### config.mk
export PLATFORM = sky130hd
export DESIGN_NAME = blkgap_seq
export DESIGN_NICKNAME = d
export VERILOG_FILES = /design/src/rtl/blkgap_pkg.sv /design/src/rtl/blkgap_sync.sv /design/src/rtl/blkgap_fsm.sv /design/src/rtl/blkgap_gapwin.sv /design/src/rtl/blkgap_seq.sv
export SDC_FILE = /design/constraint.sdc
export NUM_CORES = 1
export LEC_CHECK = 0
export ABC_CLOCK_PERIOD_IN_PS = 1600
export BUFFER_PORTS_ARGS = -buffer_cell sky130_fd_sc_hd__buf_2
export CAP_MARGIN = 20
export CORE_MARGIN = 2
export CORE_UTILIZATION = 46
export DETAILED_ROUTE_END_ITERATION = 16
export GPL_TIMING_DRIVEN = 0
export HOLD_SLACK_MARGIN = 0.1
export PLACE_DENSITY_LB_ADDON = 0.15
export REMOVE_ABC_BUFFERS = 1
export SLEW_MARGIN = 15
export SYNTH_ARGS = -nofsm -noshare
export SYNTH_HDL_FRONTEND = slang
export SYNTH_SLANG_ARGS = --single-unit
### constraint.sdc
create_clock -name clk -period 1.6 [get_ports clk]
set_input_delay 0 -clock clk [delete_from_list [all_inputs] [get_ports clk]]
set_output_delay 0 -clock clk [all_outputs]
set_load 0.02 [all_outputs]
### src/rtl/blkgap_pkg.sv
package blkgap_pkg;
   typedef enum logic [2:0] {
      ST_IDLE  = 3'd0,
      ST_XFER  = 3'd1,
      ST_GAP   = 3'd2,
      ST_RWAIT = 3'd3,
      ST_DONE  = 3'd4
   } seq_st_t;

   localparam int ACT_W = 2;
endpackage

### src/rtl/blkgap_sync.sv
module blkgap_sync #(
   parameter int STAGES = 2,
   parameter int W      = 2
) (
   input  logic         clk,
   input  logic         rst_n,
   input  logic [W-1:0] d,
   output logic [W-1:0] q
);
   if (STAGES < 0 || STAGES > 4) begin : g_bad_stages
      $error("blkgap_sync: STAGES out of range");
   end

   if (STAGES == 0) begin : g_direct
      assign q = d;
   end else begin : g_chain
      logic [STAGES-1:0][W-1:0] sh;
      always_ff @(posedge clk or negedge rst_n) begin
         if (!rst_n) sh[0] <= '0;
         else        sh[0] <= d;
      end
      for (genvar i = 1; i < STAGES; i++) begin : g_stage
         always_ff @(posedge clk or negedge rst_n) begin
            if (!rst_n) sh[i] <= '0;
            else        sh[i] <= sh[i-1];
         end
      end
      assign q = sh[STAGES-1];
   end
endmodule

### src/rtl/blkgap_fsm.sv
module blkgap_fsm
   import blkgap_pkg::*;
(
   input  logic    clk,
   input  logic    rst_n,
   input  logic    xfer_start,
   input  logic    xfer_dir,
   input  logic    stop_req,
   input  logic    cont_req,
   input  logic    rdwait_en,
   input  logic    blk_done,
   input  logic    xfer_done,
   input  logic    act_seen,
   output seq_st_t st,
   output logic    cont_clr
);
   seq_st_t st_nx;
   logic    dir_q;
   logic    armed;
   logic    resume;

   always_comb begin
      st_nx  = st;
      resume = 1'b0;
      if (xfer_done && st != ST_IDLE) begin
         st_nx = ST_DONE;
      end else begin
         unique case (st)
            ST_IDLE:  if (xfer_start) st_nx = ST_XFER;
            ST_XFER: begin
               if (blk_done && stop_req) begin
                  if (!dir_q)         st_nx = ST_GAP;
                  else if (rdwait_en) st_nx = ST_RWAIT;
               end
            end
            ST_GAP, ST_RWAIT: begin
               if (cont_req && !stop_req) begin
                  st_nx  = ST_XFER;
                  resume = 1'b1;
               end
            end
            ST_DONE:  st_nx = ST_IDLE;
            default:  st_nx = ST_IDLE;
         endcase
      end
   end

   always_ff @(posedge clk or negedge rst_n) begin
      if (!rst_n) begin
         st       <= ST_IDLE;
         dir_q    <= 1'b0;
         armed    <= 1'b0;
         cont_clr <= 1'b0;
      end else begin
         st       <= st_nx;
         cont_clr <= 1'b0;
         if (st == ST_IDLE && xfer_start) dir_q <= xfer_dir;
         if (xfer_done) begin
            armed <= 1'b0;
         end else if (resume) begin
            armed <= 1'b1;
         end else if (armed && st == ST_XFER && act_seen) begin
            armed    <= 1'b0;
            cont_clr <= 1'b1;
         end
      end
   end

   AST_NO_MIDBLOCK_PAUSE: assert property (@(posedge clk) disable iff (!rst_n)
      (st == ST_XFER && !blk_done && !xfer_done) |=> (st != ST_GAP && st != ST_RWAIT));
   AST_READ_NEEDS_RW: assert property (@(posedge clk) disable iff (!rst_n)
      (st == ST_XFER && dir_q && !rdwait_en && !xfer_done) |=> (st == ST_XFER));
   AST_PAUSE_HELD: assert property (@(posedge clk) disable iff (!rst_n)
      ((st == ST_GAP || st == ST_RWAIT) && stop_req && !xfer_done) |=> $stable(st));
   AST_DONE_ENTRY: assert property (@(posedge clk) disable iff (!rst_n)
      (xfer_done && st != ST_IDLE) |=> (st == ST_DONE));
   AST_CLR_ONCE: assert property (@(posedge clk) disable iff (!rst_n)
      cont_clr |=> !cont_clr);
endmodule

### src/rtl/blkgap_gapwin.sv
module blkgap_gapwin #(
   parameter int GAP_WIN_CYC = 4
) (
   input  logic clk,
   input  logic rst_n,
   input  logic gapirq_en,
   input  logic wide_bus,
   input  logic gap_evt,
   input  logic paused,
   input  logic kill,
   output logic gap_win
);
   localparam int CW = $clog2(GAP_WIN_CYC + 1);
   localparam logic [CW-1:0] LOAD = CW'(GAP_WIN_CYC);

   if (GAP_WIN_CYC < 1) begin : g_bad_win
      $error("blkgap_gapwin: GAP_WIN_CYC must be at least 1");
   end

   logic [CW-1:0] cnt;

   always_ff @(posedge clk or negedge rst_n) begin
      if (!rst_n)               cnt <= '0;
      else if (kill)            cnt <= '0;
      else if (gap_evt)         cnt <= LOAD;
      else if (cnt != '0)       cnt <= cnt - 1'b1;
   end

   assign gap_win = gapirq_en && wide_bus && ((cnt != '0) || paused);

   AST_CNT_RANGE: assert property (@(posedge clk) disable iff (!rst_n)
      cnt <= LOAD);
endmodule

### src/rtl/blkgap_seq.sv
module blkgap_seq
   import blkgap_pkg::*;
#(
   parameter int ACT_SYNC    = 2,
   parameter int GAP_WIN_CYC = 4
) (
   input  logic       clk,
   input  logic       rst_n,
   input  logic       xfer_start,
   input  logic       xfer_dir,
   input  logic       stop_req,
   input  logic       cont_req,
   input  logic       rdwait_en,
   input  logic       gapirq_en,
   input  logic       wide_bus,
   input  logic       blk_done,
   input  logic       xfer_done,
   input  logic       dat_active,
   input  logic       wr_active,
   input  logic       dport_wr,
   output logic [2:0] seq_state,
   output logic       run,
   output logic       hold,
   output logic       rw_drive,
   output logic       cont_clr,
   output logic       gap_win,
   output logic       dport_err
);
   seq_st_t          st;
   logic [ACT_W-1:0] act_q;
   logic             err_q;

   blkgap_sync #(.STAGES(ACT_SYNC), .W(ACT_W)) u_sync (
      .clk   (clk),
      .rst_n (rst_n),
      .d     ({wr_active, dat_active}),
      .q     (act_q)
   );

   blkgap_fsm u_fsm (
      .clk        (clk),
      .rst_n      (rst_n),
      .xfer_start (xfer_start),
      .xfer_dir   (xfer_dir),
      .stop_req   (stop_req),
      .cont_req   (cont_req),
      .rdwait_en  (rdwait_en),
      .blk_done   (blk_done),
      .xfer_done  (xfer_done),
      .act_seen   (|act_q),
      .st         (st),
      .cont_clr   (cont_clr)
   );

   blkgap_gapwin #(.GAP_WIN_CYC(GAP_WIN_CYC)) u_win (
      .clk       (clk),
      .rst_n     (rst_n),
      .gapirq_en (gapirq_en),
      .wide_bus  (wide_bus),
      .gap_evt   (blk_done && st == ST_XFER && !xfer_done),
      .paused    (hold),
      .kill      (xfer_done),
      .gap_win   (gap_win)
   );

   always_ff @(posedge clk or negedge rst_n) begin
      if (!rst_n) err_q <= 1'b0;
      else        err_q <= dport_wr && stop_req;
   end

   assign seq_state = st;
   assign run       = (st == ST_XFER);
   assign hold      = (st == ST_GAP) || (st == ST_RWAIT);
   assign rw_drive  = (st == ST_RWAIT);
   assign dport_err = err_q;

   AST_ERR_CAUSE: assert property (@(posedge clk) disable iff (!rst_n)
      dport_err |-> $past(dport_wr && stop_req));
   AST_ERR_PULSE: assert property (@(posedge clk) disable iff (!rst_n)
      (dport_err && !(dport_wr && stop_req)) |=> !dport_err);
   AST_RW_IN_PAUSE: assert property (@(posedge clk) disable iff (!rst_n)
      rw_drive |-> (hold && !run));
endmodule

=== Yosys cells after proc, flatten, opt, wreduce, memory -nomap -nowiden ===
Cells that the tools add are included.

* Register bits after elaboration: 14
* Bits in latches: 0
* Memory bits (writable): 0
* ROM bits: 0
* Bits of input ports: 14
* Output and inout bits: 9
* Word-level logic and storage cells: 58
* Memories: 0

* $add $sub $neg: 1
* Multiply operators: 0
* Divide/modulo/power cells: 0
* Order comparisons: 0
* Eq/ne operators: 7
* Shifts and indexed selects: 0
* Muxes and demuxes: 19
* Bitwise operators: 0
* Reductions and logical operators: 23

{| class="wikitable"
|+ Operator list
! cell !! count
|-
| 3-bit two-way mux || 9
|-
| 3-bit nonzero test || 4
|-
| 1-bit logical AND || 11
|-
| 1-bit two-way mux || 9
|-
| 3-bit one-hot mux with 3 select lines || 1
|-
| 3-bit by 2-bit == test with 1-bit output (second input constant) || 2
|-
| 3-bit by 1-bit != test with 1-bit output (second input constant) || 2
|-
| 4-bit != test (second input constant) || 1
|-
| 4-bit AND reduction || 1
|-
| 2-bit OR reduction || 2
|-
| 3-bit by 1-bit == test with 1-bit output (second input constant) || 1
|-
| 3-bit zero test || 1
|-
| 3-bit by 2-bit != test with 1-bit output (second input constant) || 1
|-
| 3-bit by 1-bit subtractor with 3-bit output (second input constant) || 1
|-
| 1-bit zero test || 2
|-
| 1-bit logical OR || 2
|}

=== Depth between registers and ports, before layout ===
* Word-level depth: 7
* Mapped depth: 5
* Mapped depth without buffers: 5

=== Cells and area by module ===
A second synthesis with hierarchy kept.

* Cell total of the unflattened synthesis: 65
* Area total of the unflattened synthesis: 686.9 µm²

{| class="wikitable"
|+ Modules (own cells, without submodules)
! module !! times used !! cells an instance !! area an instance (µm²) !! seq. area each (µm²)
|-
| blkgap_fsm || 1 || 35 || 309.0 || 150.1
|-
| blkgap_gapwin || 1 || 17 || 187.7 || 75.1
|-
| blkgap_sync || 1 || 6 || 115.1 || 100.1
|-
| blkgap_seq || 1 || 7 || 75.1 || 25.0
|}

=== Worst setup path after synthesis ===
OpenSTA, ideal clock, no wires.

* Kind: register to register
* Start: register u_fsm.st[0]
* End: register u_fsm.armed
* Library setup time: 121 ps
* Arrival: 1,380 ps
* Data required time: 1,479 ps
* Setup slack: 99 ps
* Stages on the path, launching flop included: 5
* Buffers on the path: 0
* Period minus slack after synthesis: 1,501 ps
* Cells stage by stage: dfrtp_1 > nor3b_2 > o21ai_1 > a22oi_1 > nor2_1

* Elaborated cells between the ends (all ways): 13
* Those cells by class: eq/ne: 3; mux: 4; reduce/logical: 6

{| class="wikitable"
|+ RTL lines
! item !! line !! RTL
|-
| from (decl) || blkgap_fsm.sv:14 || <nowiki>output seq_st_t st,</nowiki>
|-
| from (signal assigned) || blkgap_fsm.sv:55 || <nowiki>st <= st_nx;</nowiki>
|-
| 3-bit by 1-bit == test with 1-bit output || - ||
|-
| named net run || blkgap_seq.sv:22 || <nowiki>output logic run,</nowiki>
|-
| 1-bit logical AND (2 in a row) || blkgap_fsm.sv:62 || <nowiki>end else if (armed && st == ST_XFER && act_seen) begin</nowiki>
|-
| 3-bit nonzero test (no source line) || - ||
|-
| to (signal assigned) || blkgap_fsm.sv:59 || <nowiki>armed <= 1'b0;</nowiki>
|-
| to (signal assigned) || blkgap_fsm.sv:61 || <nowiki>armed <= 1'b1;</nowiki>
|-
| to (signal assigned) || blkgap_fsm.sv:63 || <nowiki>armed <= 1'b0;</nowiki>
|-
| to (decl) || blkgap_fsm.sv:19 || <nowiki>logic armed;</nowiki>
|}

The timed path passes the listed nets, and every way through them passes these cells.
A chain may end at the register's enable or synchronous reset.

=== Final worst setup path ===
* Start: register u_win.cnt[0]
* End: output port gap_win

* Cells in the longest elaborated chain, start to end: 3

{| class="wikitable"
|+ RTL lines
! item !! line !! RTL
|-
| from (decl) || blkgap_gapwin.sv:20 || <nowiki>logic [CW-1:0] cnt;</nowiki>
|-
| from (signal assigned) || blkgap_gapwin.sv:26 || <nowiki>else if (cnt != '0) cnt <= cnt - 1'b1;</nowiki>
|-
| 3-bit nonzero test || blkgap_gapwin.sv:29 || <nowiki>assign gap_win = gapirq_en && wide_bus && ((cnt != '0) || paused);</nowiki>
|-
| 1-bit logical OR || blkgap_gapwin.sv:29 ||
|-
| 1-bit logical AND || blkgap_gapwin.sv:29 ||
|-
| to (decl) || blkgap_seq.sv:26 || <nowiki>output logic gap_win,</nowiki>
|}

Every way passes these cells.

==> impl_results.md <==
- Worst Hold Depth: 4
- Synth warnings: 0
- Final Max Slew Viols: 0
- CTS root buf: clkbuf_4
- # DRC: 0
- Largest net degree at the start of global routing: 15
- Worst Hold Path EP: u_fsm.armed
- Worst Path Arrival: 1500 ps
- CTS tree: done
- Yosys top cell area share: 52.9%
- Clk buf depth: 2
- Initial antenna violation count: 0
- Num CTS Buffers: 3
- Routed vias/inst: 5.00
- Final Cell Area: 927 µm²
- Crit path largest cell delay: 400 ps
- Setup TNS: 0 ps
- Reg2Reg Setup Slack: 260 ps
- Worst R2R Start: u_win.cnt[0]
- Detailed Route WL: 1.41 mm
- Diode count: 0
- Synth area leaders: dfrtp_1 53%, and2b_4 4.5%, nor2_1 4.5%
- Layout overhead on the synthesized area: 40.1%
- Critical path's slowest cell: dfrtp_1
- Kind of critical path: reg2out
- Post-route ant nets: 0
- Port buffer count: 22
- PwrDens: 1430 nW/µm²
- Clock Skews: 3.82 ps
- Clock transition at path regs: 90 ps
- Post-synthesis cell count: 56
- Worst Path Required: 1600 ps
- Worst-Skew Late Latency: 280 ps
- Run status: complete, no violations
- Pre-Repair DR Iteration Count: 4
- # nets final: 109
- Syn avg cell area: 11.8 µm²
- Share of layout cells above drive strength 1: 37.0%
- Final min period: 1500 ps
- Clk sinks: 14
- Synth Register Bits: 14
- Peak Freq: 665 MHz
- Die area: 1760 µm²
- Hold Vio Cnt, Final: 0
- Met3 GRT Util: 3.04%
- Yosys cell types: 27
- Hold Startpoint: cont_req
- Dpl hpwl: 913 µm
- Vias in the first global route: 542
- Worst R2R Path Depth: 5
- Dpl cells: 93
- Unrepaired setup endpoints after global routing: no
- First-pass GRT wire length: 2.38 mm
- Global route hottest layer: met2
- Initial DRC count: 3
- Die width: 41.9 µm
- Fin cells: 107
- Critical path cell sequence: inv_1 -> ha_1 -> nand2b_1 -> o211a_1 -> buf_2
- Hold_ws: 106 ps
- Worst setup EP type: primary output
- I/O pin total: 23
- Commonest non-fill, non-tap cells in the layout: 22 x buf_2, 14 x dfrtp_1, 10 x dlygate4sd3_1, 8 x nor2_1
- Hold crit path type: in2reg
- Final setup viols: 0
- DR WL/cell: 13.1 µm
- Die Height: 41.9 µm
- Site Rows: 13
- P_leak: 0.000463 µW
- Final weighted congestion in routability-driven placement: 0.716
- CP startpoint kind: register
- Max FO, Critical Path: 4
- Core ar.: 1320 µm²
- Most common cell after layout, fill and taps aside: buf_2
- Critical R2R Capture: u_win.cnt[1]
- H-tree Lvls: 1
- Seq/Total Area, Yosys: 52.9%
- Mapped Area: 662 µm²
- Max_slew headroom: 78.8%
- Measured slew at the worst slew-check pin: 315 ps
- WP buf/inv: 2
- GRT Overall Usage: 18.0%
- Placed cell area: 791 µm²
- Yosys top cell by area: dfrtp_1
- Starting Density: 50.2%
- Worst setup margin: 96.0 ps
- Max IR drop VDD: 705 µV
- Pre-CTS setup slack: 262 ps
- PostCTS Resize Cnt: 0
- Met1 Track Usage GR: 20.7%
- MaxCap Viol Count: 0
- Via count of the routed design: 535
- Grt ovf: 0
- Period utilization: 94.0%
- Worst Setup SP: u_win.cnt[0]
- Met2 Use GR: 32.5%
- Crit path max-delay family: flip-flops
==> through the flow <==
step	power, µW	utilization [%]
after detailed placement	1060	60.0
after global placement	1040	60.0
after CTS	1340	70.4
final	1330	70.4
after global routing	1420	70.4
after floorplan	916	-
==> cells in the mapped netlist (all sizes together) <==
library cell  instances
inv                   3
nor3                  3
nand2                 1
nor4                  1
a41oi                 1
mux2i                 1
a211oi                1
nor2b                 2
dfrtp                14
o21bai                1
o211a                 1
and2                  3
a22oi                 1
nor3b                 2
o21ai                 2
nand2b                2
a31oi                 1
mux2                  1
and2b                 3
ha                    2
xnor2                 1
nor2                  8
a2111oi               1
==> where the power goes <==
| part | total (µW) | leakage [µW] | internal (µW) | switching, µW |
|---|---|---|---|---|
| Clock | 259 | 0.0000210 | 138 | 121 |
| Sequential | 499 | 0.000177 | 429 | 70.3 |
| Combinational | 569 | 0.000265 | 259 | 310 |
==> state kept, by name, summed over array words and instances, names as in the netlist <==
signal / count
u_sync.q: 2
u_fsm.dir_q: 1
u_win.cnt: 3
u_sync.g_chain.sh: 2
u_fsm.cont_clr: 1
u_fsm.st: 3
dport_err: 1
u_fsm.armed: 1
==> metal layers <==
layer	wire [µm]	part of all wire, %
met1	595	42
met2	749	53
met3	46	3.3
met4	12	0.85
met5	0	0
==> tightest hold or removal path, cell delays in order <==
cell and delay (ps):
buf_2 80, and2b_4 140, a22oi_1 50, nor2_1 80
==> worst max path at each step <==
stage                         endpoint  cells past startpoint
after detailed placement  u_win.cnt[1]                      5
after global placement     u_fsm.armed                      4
after CTS                      gap_win                      5
after global routing           gap_win                      5
after floorplan            u_fsm.armed                      4
final                          gap_win                      5
==> timing repair <==
action | CTS | global route
hold endpoints to repair | 25 | 0
buffers inserted | 0 | 0
setup endpoints to repair | 0 | 0
hold buffers | 10 | 0
==> layout make-up <==
cell class	count	area, µm²
Multi-Input combinational cell	39	300
Fill cell	103	390
Clock buffer	4	36.3
Tap cell	15	18.8
Inverter	3	11.3
Timing Repair Buffer	32	210
Sequential cell	14	350
==> cells by family after synthesis <==
group                      synth area share (%)
and+or+nand+nor                            23.6
muxes                                      3.21
AOI/OAI and AO/OA                          13.4
adders and majority gates                  3.78
xor gates and xnor gates                   1.32
DFF                                        52.9
buffers and inverters                      1.70
No activity file was read; power rests on OpenSTA's default activity.
